===== config.mk =====
export PLATFORM = sky130hd
export DESIGN_NAME = diag_fault_reg
export DESIGN_NICKNAME = d
export VERILOG_FILES = /design/src/rtl/diag_pkg.sv /design/src/rtl/diag_cond_sel.sv /design/src/rtl/diag_chan_filter.sv /design/src/rtl/diag_fault_reg.sv
export SDC_FILE = /design/constraint.sdc
export NUM_CORES = 1
export LEC_CHECK = 0
export CAP_MARGIN = 20
export CORE_MARGIN = 10
export CORE_UTILIZATION = 25
export DETAILED_ROUTE_END_ITERATION = 12
export GPL_TIMING_DRIVEN = 0
export PLACE_DENSITY = 0.52
export SLEW_MARGIN = 20
export SYNTH_ARGS = -nofsm -noshare
export SYNTH_HDL_FRONTEND = slang
export SYNTH_HIERARCHICAL = 1
export SYNTH_SLANG_ARGS = --single-unit

===== constraint.sdc =====
create_clock -name clk -period 2.65 [get_ports clk]
set_input_delay 0.265 -clock clk [delete_from_list [all_inputs] [get_ports clk]]
set_output_delay 0.265 -clock clk [all_outputs]
set_load 0.01 [all_outputs]

===== src/rtl/diag_pkg.sv =====
package diag_pkg;

  typedef logic [1:0] dcode_t;

  localparam dcode_t CODE_OK   = 2'b11;
  localparam dcode_t CODE_HI   = 2'b10;  // overload / over-temperature
  localparam dcode_t CODE_OPEN = 2'b01;
  localparam dcode_t CODE_GND  = 2'b00;

  typedef struct packed {
    logic   hit;
    dcode_t code;
  } cond_t;

endpackage


===== src/rtl/diag_cond_sel.sv =====
module diag_cond_sel
  import diag_pkg::*;
(
  input  logic  on_i,
  input  logic  ovl_i,
  input  logic  scg_i,
  input  logic  opn_i,
  output cond_t cond_o
);

  // State-dependent qualification; ground short outranks open load.
  always_comb begin
    cond_o = '{hit: 1'b0, code: CODE_OK};
    if (on_i) begin
      if (ovl_i) cond_o = '{hit: 1'b1, code: CODE_HI};
    end else if (scg_i) begin
      cond_o = '{hit: 1'b1, code: CODE_GND};
    end else if (opn_i) begin
      cond_o = '{hit: 1'b1, code: CODE_OPEN};
    end
  end

endmodule


===== src/rtl/diag_chan_filter.sv =====
module diag_chan_filter
  import diag_pkg::*;
#(
  parameter int FILT_CYC = 30000
) (
  input  logic   clk,
  input  logic   rst_n,
  input  cond_t  cond_i,
  input  logic   ot_now_i,
  input  logic   clr_i,
  output dcode_t code_o
);

  localparam int CW = $clog2(FILT_CYC + 1);
  localparam logic [CW-1:0] FILT_W = CW'(FILT_CYC);

  cond_t          prev_q;
  logic [CW-1:0]  run_q, run_nxt;
  logic           same, store;
  dcode_t         code_q;

  assign same = cond_i.hit && prev_q.hit && (cond_i.code == prev_q.code);

  always_comb begin
    if (!cond_i.hit)       run_nxt = '0;
    else if (!same)        run_nxt = CW'(1);
    else if (run_q >= FILT_W) run_nxt = run_q;
    else                   run_nxt = run_q + CW'(1);
  end

  assign store = cond_i.hit && (run_nxt >= FILT_W);

  always_ff @(posedge clk) begin
    if (!rst_n) begin
      prev_q <= '{hit: 1'b0, code: CODE_OK};
      run_q  <= '0;
      code_q <= CODE_OK;
    end else begin
      prev_q <= cond_i;
      run_q  <= run_nxt;
      if (store)         code_q <= cond_i.code;
      else if (ot_now_i) code_q <= CODE_HI;
      else if (clr_i)    code_q <= CODE_OK;
    end
  end

  assign code_o = code_q;

endmodule


===== src/rtl/diag_fault_reg.sv =====
module diag_fault_reg
  import diag_pkg::*;
#(
  parameter int NCH      = 6,
  parameter int FILT_CYC = 30000
) (
  input  logic               clk,
  input  logic               rst_n,
  input  logic [NCH-1:0]     ch_on,
  input  logic [NCH-1:0]     ovl_raw,
  input  logic [NCH-1:0]     scg_raw,
  input  logic [NCH-1:0]     opn_raw,
  input  logic [NCH-1:0]     ot_raw,
  input  logic               clr_req,
  output logic [2*NCH+3:0]   diag_word,
  output logic [2*NCH+3:0]   snap_word
);

  localparam int WW = 2*NCH + 4;

  logic [2*NCH-1:0] code_vec;
  logic [NCH-1:0]   ot_hit;
  logic             ot_lat_n;
  logic             fault_n;
  logic [WW-1:0]    word_now;
  logic [WW-1:0]    snap_q;

  assign ot_hit = ch_on & ot_raw;

  for (genvar g = 0; g < NCH; g++) begin : g_ch
    cond_t  cond;
    dcode_t code;

    diag_cond_sel u_sel (
      .on_i   (ch_on[g]),
      .ovl_i  (ovl_raw[g]),
      .scg_i  (scg_raw[g]),
      .opn_i  (opn_raw[g]),
      .cond_o (cond)
    );

    diag_chan_filter #(.FILT_CYC(FILT_CYC)) u_flt (
      .clk      (clk),
      .rst_n    (rst_n),
      .cond_i   (cond),
      .ot_now_i (ot_hit[g]),
      .clr_i    (clr_req),
      .code_o   (code)
    );

    assign code_vec[2*g +: 2] = code;
  end

  always_ff @(posedge clk) begin
    if (!rst_n)       ot_lat_n <= 1'b1;
    else if (|ot_hit) ot_lat_n <= 1'b0;
    else if (clr_req) ot_lat_n <= 1'b1;
  end

  assign fault_n  = &code_vec;
  assign word_now = {2'b11, fault_n, ot_lat_n, code_vec};

  always_ff @(posedge clk) begin
    if (!rst_n)       snap_q <= '1;
    else if (clr_req) snap_q <= word_now;
  end

  assign diag_word = word_now;
  assign snap_word = snap_q;

endmodule


==> impl_metrics.env, run 1 <==
export IMPL_grt_ovfl_total=0
export IMPL_wl_per_cell_um=14.2
export IMPL_hold_class="in -> reg"
export IMPL_fillCellCount=3302
export IMPL_synth_cell_types=56
export IMPL_rows=65
export IMPL_tightest_slew_ps=832
export IMPL_cts_tree="built"
export IMPL_coreArea_mm2=0.0316
export IMPL_crit_arrival_ps=2880
export IMPL_required_ps=2950
export IMPL_clkPwrFrac_pct=48.8
export IMPL_globalplace_congestion=0.835
export IMPL_worst_path_largest_cell_delay_ps=410
export IMPL_fmaxAchievable_mhz=388
export IMPL_cts_hold_buf=0
export IMPL_status="complete, no violations"
export IMPL_drt_iter0_drc=370
export IMPL_r2r_start="g_ch[0].u_flt/run_q[5]"
export IMPL_yosys_top_cells_area="dfxtp_1, nor2_1, xnor2_1, xor2_1, nand2_1"
export IMPL_setup_tns_ps=0
export IMPL_cp_max_fo=8
export IMPL_worstPathBufferInverterCount=1
export IMPL_swShare_pct=23.6
export IMPL_setup_viol=0
export IMPL_numCtsBuffers=17
export IMPL_p_int_mw=3.57
export IMPL_syn_inst=914
export IMPL_antenna_found_initial=1
export IMPL_routed_via_count=6846
export IMPL_synth_area_mm2=0.00800
export IMPL_rrSetupSlack_ps=70
export IMPL_fin_crit_ps=2580
export IMPL_grt_pass1_vias=6594
export IMPL_grt_pass1_wl_mm=33.3
export IMPL_relSlewSlack_pct=44.3
export IMPL_n_antenna_cell=0
export IMPL_worstSetupPathDepth=8
export IMPL_die_h_um=199
export IMPL_htree_levels=4
export IMPL_avgViaCountPerCell=4.78
export IMPL_nNetsFinal=1061
export IMPL_cpMaxStageDelayCell="a211o_4"
export IMPL_cts_sinks=135
export IMPL_area_growth_pct=26.8
export IMPL_synth_top_area_share_pct=33.8
export IMPL_seqPwrFrac_pct=44.9
export IMPL_hpwl_mm=14.6
export IMPL_post_synth_top_area_cell="dfxtp_1"
export IMPL_drt_first_pass_iters=5
export IMPL_design_area_mm2=0.0102
export IMPL_clock_latency_ps=420
export IMPL_grt_total_usage_pct=10.3
export IMPL_portBuffers=60
export IMPL_io_pins=65
export IMPL_cts_buffer_depth=2
export IMPL_fin_hold_ws_ps=157
export IMPL_finalCritPeriodShare_pct=97.2
export IMPL_cap_viol_max_count=0
export IMPL_pwr_share_comb_pct=6.3
export IMPL_peakVddDrop_uv=396
export IMPL_drive_above_1_share_pct=21.3
export IMPL_clk_pin_slew_ps=60
export IMPL_rr_worst_depth=8
export IMPL_postPlaceCellArea_mm2=0.00913
export IMPL_drv_slew=0
export IMPL_synthArstFlopShare_pct=0
export IMPL_worstSetupStartpointType="flop"
export IMPL_worstPathCellList="buf_2 > a211o_1 > a211o_4 > a211oi_4 > mux2_4 > a311oi_2 > a31oi_2 > mux2_1"
export IMPL_leakage_nw=3.31
export IMPL_powerDensity_mw_per_mm2=461
export IMPL_setup_worst_path_start="g_ch[0].u_flt/run_q[5]"
export IMPL_dieArea_mm2=0.0396
export IMPL_switching_power_mw=1.10
export IMPL_rr_endpoint="g_ch[0].u_flt/code_o[0]"
export IMPL_yosys_warnings=6
export IMPL_synth_avg_cell_area_um2=8.76
export IMPL_critical_path_top_delay_family="compound AO/OA/AOI/OAI gates"
export IMPL_finalHoldViolCount=0
export IMPL_synth_edf_count=0
export IMPL_routed_wl_mm=20.3
export IMPL_critical_path_class="reg -> reg"
export IMPL_clock_skew_ps=7.91
export IMPL_grt_max_degree=34
export IMPL_route_detailed_drc=0
export IMPL_initial_core_util_pct=25.4
export IMPL_yosys_register_bits=135
export IMPL_root_buffer="clkbuf_16"
export IMPL_endpoint_kind="flop"
export IMPL_yosysSeqAreaShare_pct=33.8
export IMPL_endpoint="g_ch[0].u_flt/code_o[0]"
export IMPL_die_x_um=199
export IMPL_final_util_pct=32.2
export IMPL_synthFlopType="dfxtp_1"
export IMPL_ant_nets=0
-- synth_stat cells, types with 7 or more instances --
cell type	number
nor2_1	116
nand4_1	15
xor2_1	42
mux2i_1	25
o21ai_0	30
dfxtp_1	135
inv_1	36
xnor2_1	48
nand2b_1	12
clkbuf_1	7
nor3_1	24
ha_1	12
buf_2	26
nand3_1	42
a211oi_1	12
a21oi_1	24
mux2_1	12
a211oi_2	12
nand2_1	92
and2_1	10
-- layout make-up --
type                    instances  area (µm²)  area share, %
well taps                     402         503           4.95
repair buffers                 83         785           7.73
clock buffers                  21         470           4.63
plain buffers                  42         269           2.65
flip-flops and latches        135        2710           26.7
multi-input cells             700        5180           51.0
clock inverters                11         100          0.986
inverters                      37         139           1.37
-- worst min path at each step --
stage,startpoint,to,slack (ps),depth (start not counted)
floorplan,rst_n,ot_lat_n,320,1
global placement,snap_word[5],snap_word[5],460,2
detailed placement,snap_word[8],snap_word[8],460,2
CTS,rst_n,g_ch[2].u_flt/prev_q[1],140,2
global route,rst_n,g_ch[2].u_flt/prev_q[1],160,2
finish,rst_n,g_ch[3].u_flt/prev_q[0],160,2
-- placed cells by master (no fill, tap or decap), drive strengths merged, types with 7 or more instances in the layout --
cell           instances
nor3                  24
xor2                  42
and2                  12
nand2                 92
inv                   37
o2111a                12
clkbuf                34
buf                   53
nand4                 15
or4                    7
mux2                  18
mux2i                 25
nand2b                12
o21ai                 30
a31oi                 12
or2                    7
clkdlybuf4s50         59
dfxtp                135
a211oi                24
nor2                 116
xnor2                 48
a21oi                 30
a211o                 12
nand3                 42
ha                    12
-- state kept, by name (all words and copies together), names as in the netlist --
signal and count:
ot_lat_n 1, g_ch.u_flt/prev_q 18, snap_word 14, g_ch.u_flt/run_q 90, g_ch.u_flt/code_o 12
-- per-stage QoR --
stage          power (mW)  setup slack, ps  instances
2_1_floorplan        2.28              118        917
3_3_place_gp         2.43             -416       1379
3_5_place_dp         2.44             -450       1380
4_1_cts              4.75            0.278       1418
5_1_grt              4.87            -16.3       1431
6_report             4.68             74.1       1431
-- worst register-to-register path: stages (launching register included) --
cell and delay (ps):
dfxtp_1 290, buf_2 160, a211o_1 360, a211o_4 410
a211oi_4 290, mux2_4 340, a311oi_2 210, a31oi_2 80
mux2_1 330
-- power groups by stage --
| stage | sequential [mW] | combinational, mW | clock (mW) |
|---|---|---|---|
| 4_1_cts | 2.10 | 0.297 | 2.35 |
| 6_report | 2.10 | 0.294 | 2.28 |
| 3_5_place_dp | 2.15 | 0.292 | 0 |
| 3_3_place_gp | 2.15 | 0.288 | 0 |
| 5_1_grt | 2.11 | 0.328 | 2.43 |
| 2_1_floorplan | 2.14 | 0.143 | 0 |
-- kinds of logic after synthesis --
kind of cell             Yosys count  synth area share (%)
AO/OA/AOI/OAI                    188                  21.6
XOR/XNOR                          90                  9.85
adder cells (fa/ha/maj)           12                  1.88
buffers and inverters             82                  5.10
flip-flops                       135                  33.8
multiplexers                      43                  5.66
other                              1                0.0469
AND/OR/NAND/NOR                  363                  22.1
-- timing repair --
| action | 4_1_cts | 5_1_grt |
|---|---|---|
| endpoints found under the setup margin | 12 | 12 |
| setup buffers | 6 | 16 |
| pin swaps | 6 | 36 |
| resized for setup | 15 | 48 |
-- metal layers --
metal / share of wire (%) / vias up / GRT usage [%]
met3: 2.7 / 14 / 1.86
met1: 48 / 3294 / 13.3
met2: 48 / 81 / 16.8
li1: - / 3457 / -
met5: 0 / - / 0
met4: 1.3 / 0 / 3.36
Power figures use the tool's default switching activity.
==> run 2, diff against run 1 <==
Settings changed: SETUP_SLACK_MARGIN from default to 0.05.
==> impl_metrics.env, run 2 (synthesis results as in run 1) <==
export IMPL_worstPathCellList="buf_6 > a211o_1 > a211o_4 > a211oi_4 > mux2_4 > a311oi_2 > a31oi_2 > mux2_4"
export IMPL_cpMaxStageDelayCell="a211o_4"
export IMPL_hold_class="in -> reg"
export IMPL_met1_length_mm=9.83
export IMPL_setup_viol=0
export IMPL_rsz0062_at_grt="true"
export IMPL_critical_path_class="reg -> reg"
export IMPL_fillCellCount=3277
export IMPL_peakVddDrop_uv=397
export IMPL_io_pins=65
export IMPL_grt_total_usage_pct=10.3
export IMPL_grt_ovfl_total=0
export IMPL_numCtsBuffers=17
export IMPL_finalHoldViolCount=0
export IMPL_rrSetupSlack_ps=70
export IMPL_rr_endpoint="g_ch[3].u_flt/code_o[0]"
export IMPL_largest_register="g_ch.u_flt/run_q"
export IMPL_endpoint_kind="flop"
export IMPL_dieArea_mm2=0.0396
export IMPL_worstSetupPathDepth=8
export IMPL_initial_core_util_pct=25.4
export IMPL_root_buffer="clkbuf_16"
export IMPL_cts_sinks=135
export IMPL_area_growth_pct=29.4
export IMPL_worstPathBufferInverterCount=1
export IMPL_clock_skew_ps=7.62
export IMPL_antenna_found_initial=1
export IMPL_endpoint="g_ch[3].u_flt/code_o[0]"
export IMPL_routed_via_count=6895
export IMPL_coreArea_mm2=0.0316
export IMPL_die_x_um=199
export IMPL_crit_arrival_ps=2890
export IMPL_fmaxAchievable_mhz=388
export IMPL_grt_pass1_vias=6629
export IMPL_largest_reg_flops=90
export IMPL_grt_pass1_wl_mm=33.5
export IMPL_portBuffers=60
export IMPL_htree_levels=4
export IMPL_hpwl_mm=14.6
export IMPL_cts_tree="built"
export IMPL_globalplace_congestion=0.835
export IMPL_setup_tns_ps=0
export IMPL_routed_wl_mm=20.6
export IMPL_r2r_start="g_ch[3].u_flt/run_q[5]"
export IMPL_dr_wl_met2_mm=9.92
export IMPL_drive_above_1_share_pct=23.9
export IMPL_status="complete, no violations"
export IMPL_tightest_slew_ps=873
export IMPL_place_ws_ps=-450
export IMPL_relSlewSlack_pct=41.6
export IMPL_rows=65
export IMPL_drt_iter0_drc=335
export IMPL_final_common_cell="dfxtp_1"
export IMPL_cap_viol_max_count=0
export IMPL_avgViaCountPerCell=4.79
export IMPL_mostFrequentLayoutCells="dfxtp_1, nor2_1, nand2_1, clkdlybuf4s50_1, xnor2_1"
export IMPL_critical_path_top_delay_family="compound AO/OA/AOI/OAI gates"
export IMPL_required_ps=2960
export IMPL_ant_nets=0
export IMPL_cts_hold_buf=0
export IMPL_cts_buffer_depth=2
export IMPL_drt_first_pass_iters=5
export IMPL_worstSetupStartpointType="flop"
export IMPL_clock_latency_ps=420
export IMPL_layout_setup_ws_ps=74.3
export IMPL_rr_worst_depth=8
export IMPL_finalCritPeriodShare_pct=97.2
export IMPL_die_h_um=199
export IMPL_fin_crit_ps=2580
export IMPL_setup_worst_path_start="g_ch[3].u_flt/run_q[5]"
export IMPL_path_common_cell="mux2_4"
export IMPL_cp_max_fo=7
export IMPL_nNetsFinal=1070
export IMPL_wl_met3_um=587
export IMPL_powerDensity_mw_per_mm2=453
export IMPL_leakage_nw=3.44
export IMPL_clk_pin_slew_ps=60
export IMPL_worst_path_largest_cell_delay_ps=410
export IMPL_n_antenna_cell=0
export IMPL_routed_top_layer="met4"
export IMPL_route_detailed_drc=0
export IMPL_final_util_pct=32.8
export IMPL_grt_max_degree=34
export IMPL_wl_per_cell_um=14.3
export IMPL_drv_slew=0
run 2: layout make-up:
class	count	area [µm²]	area share, %
Clock buffer	21	470	4.54
Sequential cell	135	2720	26.2
Tap cell	402	503	4.86
Multi-Input combinational cell	700	5260	50.8
Inverter	37	139	1.34
Buffer	43	304	2.94
Timing Repair Buffer	91	860	8.30
Clock inverter	11	100	0.966
run 2: worst reg2reg max path: cells and delay by family (launching register included):
kind                   cells  cell delay (ps)
AOI/OAI and AO/OA          5             1390
buffers and inverters      1              120
DFF                        1              310
muxes                      2              660
run 2: how the worst min path moves through the flow:
stage	start	endpoint	slack [ps]	cells after the start
detailed placement	snap_word[8]	snap_word[8]	460	2
global route	rst_n	g_ch[2].u_flt/prev_q[1]	160	2
finish	rst_n	g_ch[2].u_flt/prev_q[0]	160	2
CTS	rst_n	g_ch[2].u_flt/prev_q[1]	140	2
global placement	snap_word[5]	snap_word[5]	460	2
floorplan	rst_n	ot_lat_n	320	1
run 2: per-layer routing:
metal	track usage [%]	vias up
li1	-	3469
met1	13.2	3313
met2	16.9	99
met3	1.91	14
met4	3.39	0
met5	0	-
run 2: through the flow:
| step | instance area, µm² | total power, mW | hold WS (ps) | instances |
|---|---|---|---|---|
| global placement | 9120 | 2.43 | 456 | 1379 |
| floorplan | 8010 | 2.28 | 321 | 917 |
| CTS | 9950 | 4.75 | 141 | 1428 |
| detailed placement | 9130 | 2.44 | 460 | 1380 |
| global route | 10400 | 4.88 | 160 | 1440 |
| finish | 10400 | 4.69 | 159 | 1440 |
run 2: timing repair:
item | CTS | global route
hold endpoints to repair | 0 | 0
resized for setup | 27 | 83
pin swaps | 20 | 46
setup buffers | 16 | 14
setup endpoints to repair | 12 | 12
run 2: power breakdown:
part	total, mW	internal (mW)	switching, mW
Combinational	0.303	0.149	0.154
Sequential	2.10	2.07	0.0330
Clock	2.28	1.36	0.923
Total	4.69	3.58	1.11
==> run 3, diff against run 2 <==
Settings changed: MAX_ROUTING_LAYER from default to met4.
==> impl_metrics.env, run 3 (synthesis results as in run 1) <==
export IMPL_cts_buffer_depth=2
export IMPL_drv_slew=0
export IMPL_fin_hold_ws_ps=162
export IMPL_fillCellCount=3277
export IMPL_cts_sinks=135
export IMPL_crit_arrival_ps=2880
export IMPL_hpwl_mm=14.6
export IMPL_grt_pass1_vias=6628
export IMPL_required_ps=2960
export IMPL_nNetsFinal=1070
export IMPL_setup_tns_ps=0
export IMPL_worst_path_largest_cell_delay_ps=410
export IMPL_wl_per_cell_um=14.3
export IMPL_ant_nets=0
export IMPL_leakage_nw=3.44
export IMPL_rsz0062_at_grt="true"
export IMPL_finalCritPeriodShare_pct=97.2
export IMPL_grt_max_degree=34
export IMPL_drt_iter0_drc=336
export IMPL_grt_ovfl_total=0
export IMPL_critical_path_class="reg -> reg"
export IMPL_finalHoldViolCount=0
export IMPL_antenna_found_initial=1
export IMPL_drive_above_1_share_pct=23.9
export IMPL_endpoint_kind="flop"
export IMPL_route_detailed_drc=0
export IMPL_largest_reg_flops=90
export IMPL_cts_tree="built"
export IMPL_cp_max_fo=7
export IMPL_portBuffers=60
export IMPL_fin_crit_ps=2580
export IMPL_coreArea_mm2=0.0316
export IMPL_min_from="rst_n"
export IMPL_numCtsBuffers=17
export IMPL_drt_first_pass_iters=5
export IMPL_io_pins=65
export IMPL_area_growth_pct=29.4
export IMPL_grt_total_usage_pct=10.6
export IMPL_powerDensity_mw_per_mm2=452
export IMPL_avgViaCountPerCell=4.81
export IMPL_r2r_start="g_ch[3].u_flt/run_q[5]"
export IMPL_path_common_cell="mux2_4"
export IMPL_place_inst=1380
export IMPL_worstPathCellList="buf_6 > a211o_1 > a211o_4 > a211oi_4 > mux2_4 > a311oi_2 > a31oi_2 > mux2_4"
export IMPL_use_met2_pct=16.9
export IMPL_globalplace_congestion=0.848
export IMPL_clock_latency_ps=420
export IMPL_n_antenna_cell=0
export IMPL_seq_area_mm2=0.00272
export IMPL_grtUsageMet3_pct=1.84
export IMPL_peakVddDrop_uv=391
export IMPL_tightest_slew_ps=858
export IMPL_clk_pin_slew_ps=60
export IMPL_cap_viol_max_count=0
export IMPL_grt_pass1_wl_mm=33.4
export IMPL_final_common_cell="dfxtp_1"
export IMPL_cts_hold_buf=0
export IMPL_multiInputGateArea_mm2=0.00526
export IMPL_initial_core_util_pct=25.4
export IMPL_clock_skew_ps=7.95
export IMPL_dieArea_mm2=0.0396
export IMPL_worstSetupStartpointType="flop"
export IMPL_routed_wl_mm=20.6
export IMPL_status="complete, no violations"
export IMPL_root_buffer="clkbuf_16"
export IMPL_setup_viol=0
export IMPL_cpMaxStageDelayCell="a211o_4"
export IMPL_largest_register="g_ch.u_flt/run_q"
export IMPL_htree_levels=4
export IMPL_instances_no_fill=1440
export IMPL_relSlewSlack_pct=42.6
export IMPL_mostFrequentLayoutCells="dfxtp_1, nor2_1, nand2_1, clkdlybuf4s50_1, xnor2_1"
export IMPL_hold_class="in -> reg"
export IMPL_routed_via_count=6930
export IMPL_rows=65
export IMPL_die_h_um=199
export IMPL_top_usage_layer="met2"
export IMPL_die_x_um=199
export IMPL_use_met1_pct=13.3
export IMPL_fmaxAchievable_mhz=388
export IMPL_setup_worst_path_start="g_ch[3].u_flt/run_q[5]"
run 3: cell counts in the layout (fill, tap and decap cells not counted):
No cell type changed its count.
run 3: area by class of cell:
cell class	count	share of cell area, %
buffer	43	2.94
timing repair buffer	91	8.30
sequential	135	26.2
tap	402	4.86
clock buffer	21	4.54
inverter	37	1.34
clock inverter	11	0.966
multi-input combinational	700	50.8
run 3: worst max-delay path: cells and delay by family, from the launching register on:
kind / cells / cell delay (ps)
AOI/OAI and AO/OA: 5 / 1390
muxes: 2 / 660
buffers and inverters: 1 / 120
DFF: 1 / 310
run 3: repair_timing:
item	4_1_cts	5_1_grt
gates resized for setup	27	83
endpoints found under the setup margin	12	12
hold endpoints to repair	0	0
setup buffers	16	14
gates cloned	0	0
pin swaps	20	46
run 3: report_power, final:
group | internal, mW | switching [mW] | total [mW]
registers | 2.07 | 0.0330 | 2.10
clock network | 1.36 | 0.919 | 2.28
logic | 0.149 | 0.154 | 0.303
run 3: path summary, 6_finish.rpt:
check,to,slack [ps],cells past startpoint
worst max-delay path,g_ch[3].u_flt/code_o[0],70,8
worst min-delay path,g_ch[2].u_flt/prev_q[0],160,2
worst max register to register,g_ch[3].u_flt/code_o[0],70,8
worst min register to register,snap_word[8],470,2
run 3: metrics by stage:
stage | util, % | power, mW | cell area (µm²) | setup slack (ps)
4_1_cts | 31.5 | 4.75 | 9950 | 41.4
3_3_place_gp | 28.9 | 2.43 | 9120 | -416
2_1_floorplan | - | 2.28 | 8010 | 118
5_1_grt | 32.8 | 4.88 | 10400 | 11.4
3_5_place_dp | 28.9 | 2.44 | 9130 | -450
6_report | 32.8 | 4.68 | 10400 | 73.0
run 3: routing by layer:
layer / part of all wire [%] / up-vias
met5: 0 / -
met4: 1.2 / 0
met3: 3.0 / 13
met2: 48 / 127
met1: 48 / 3319
li1: - / 3471
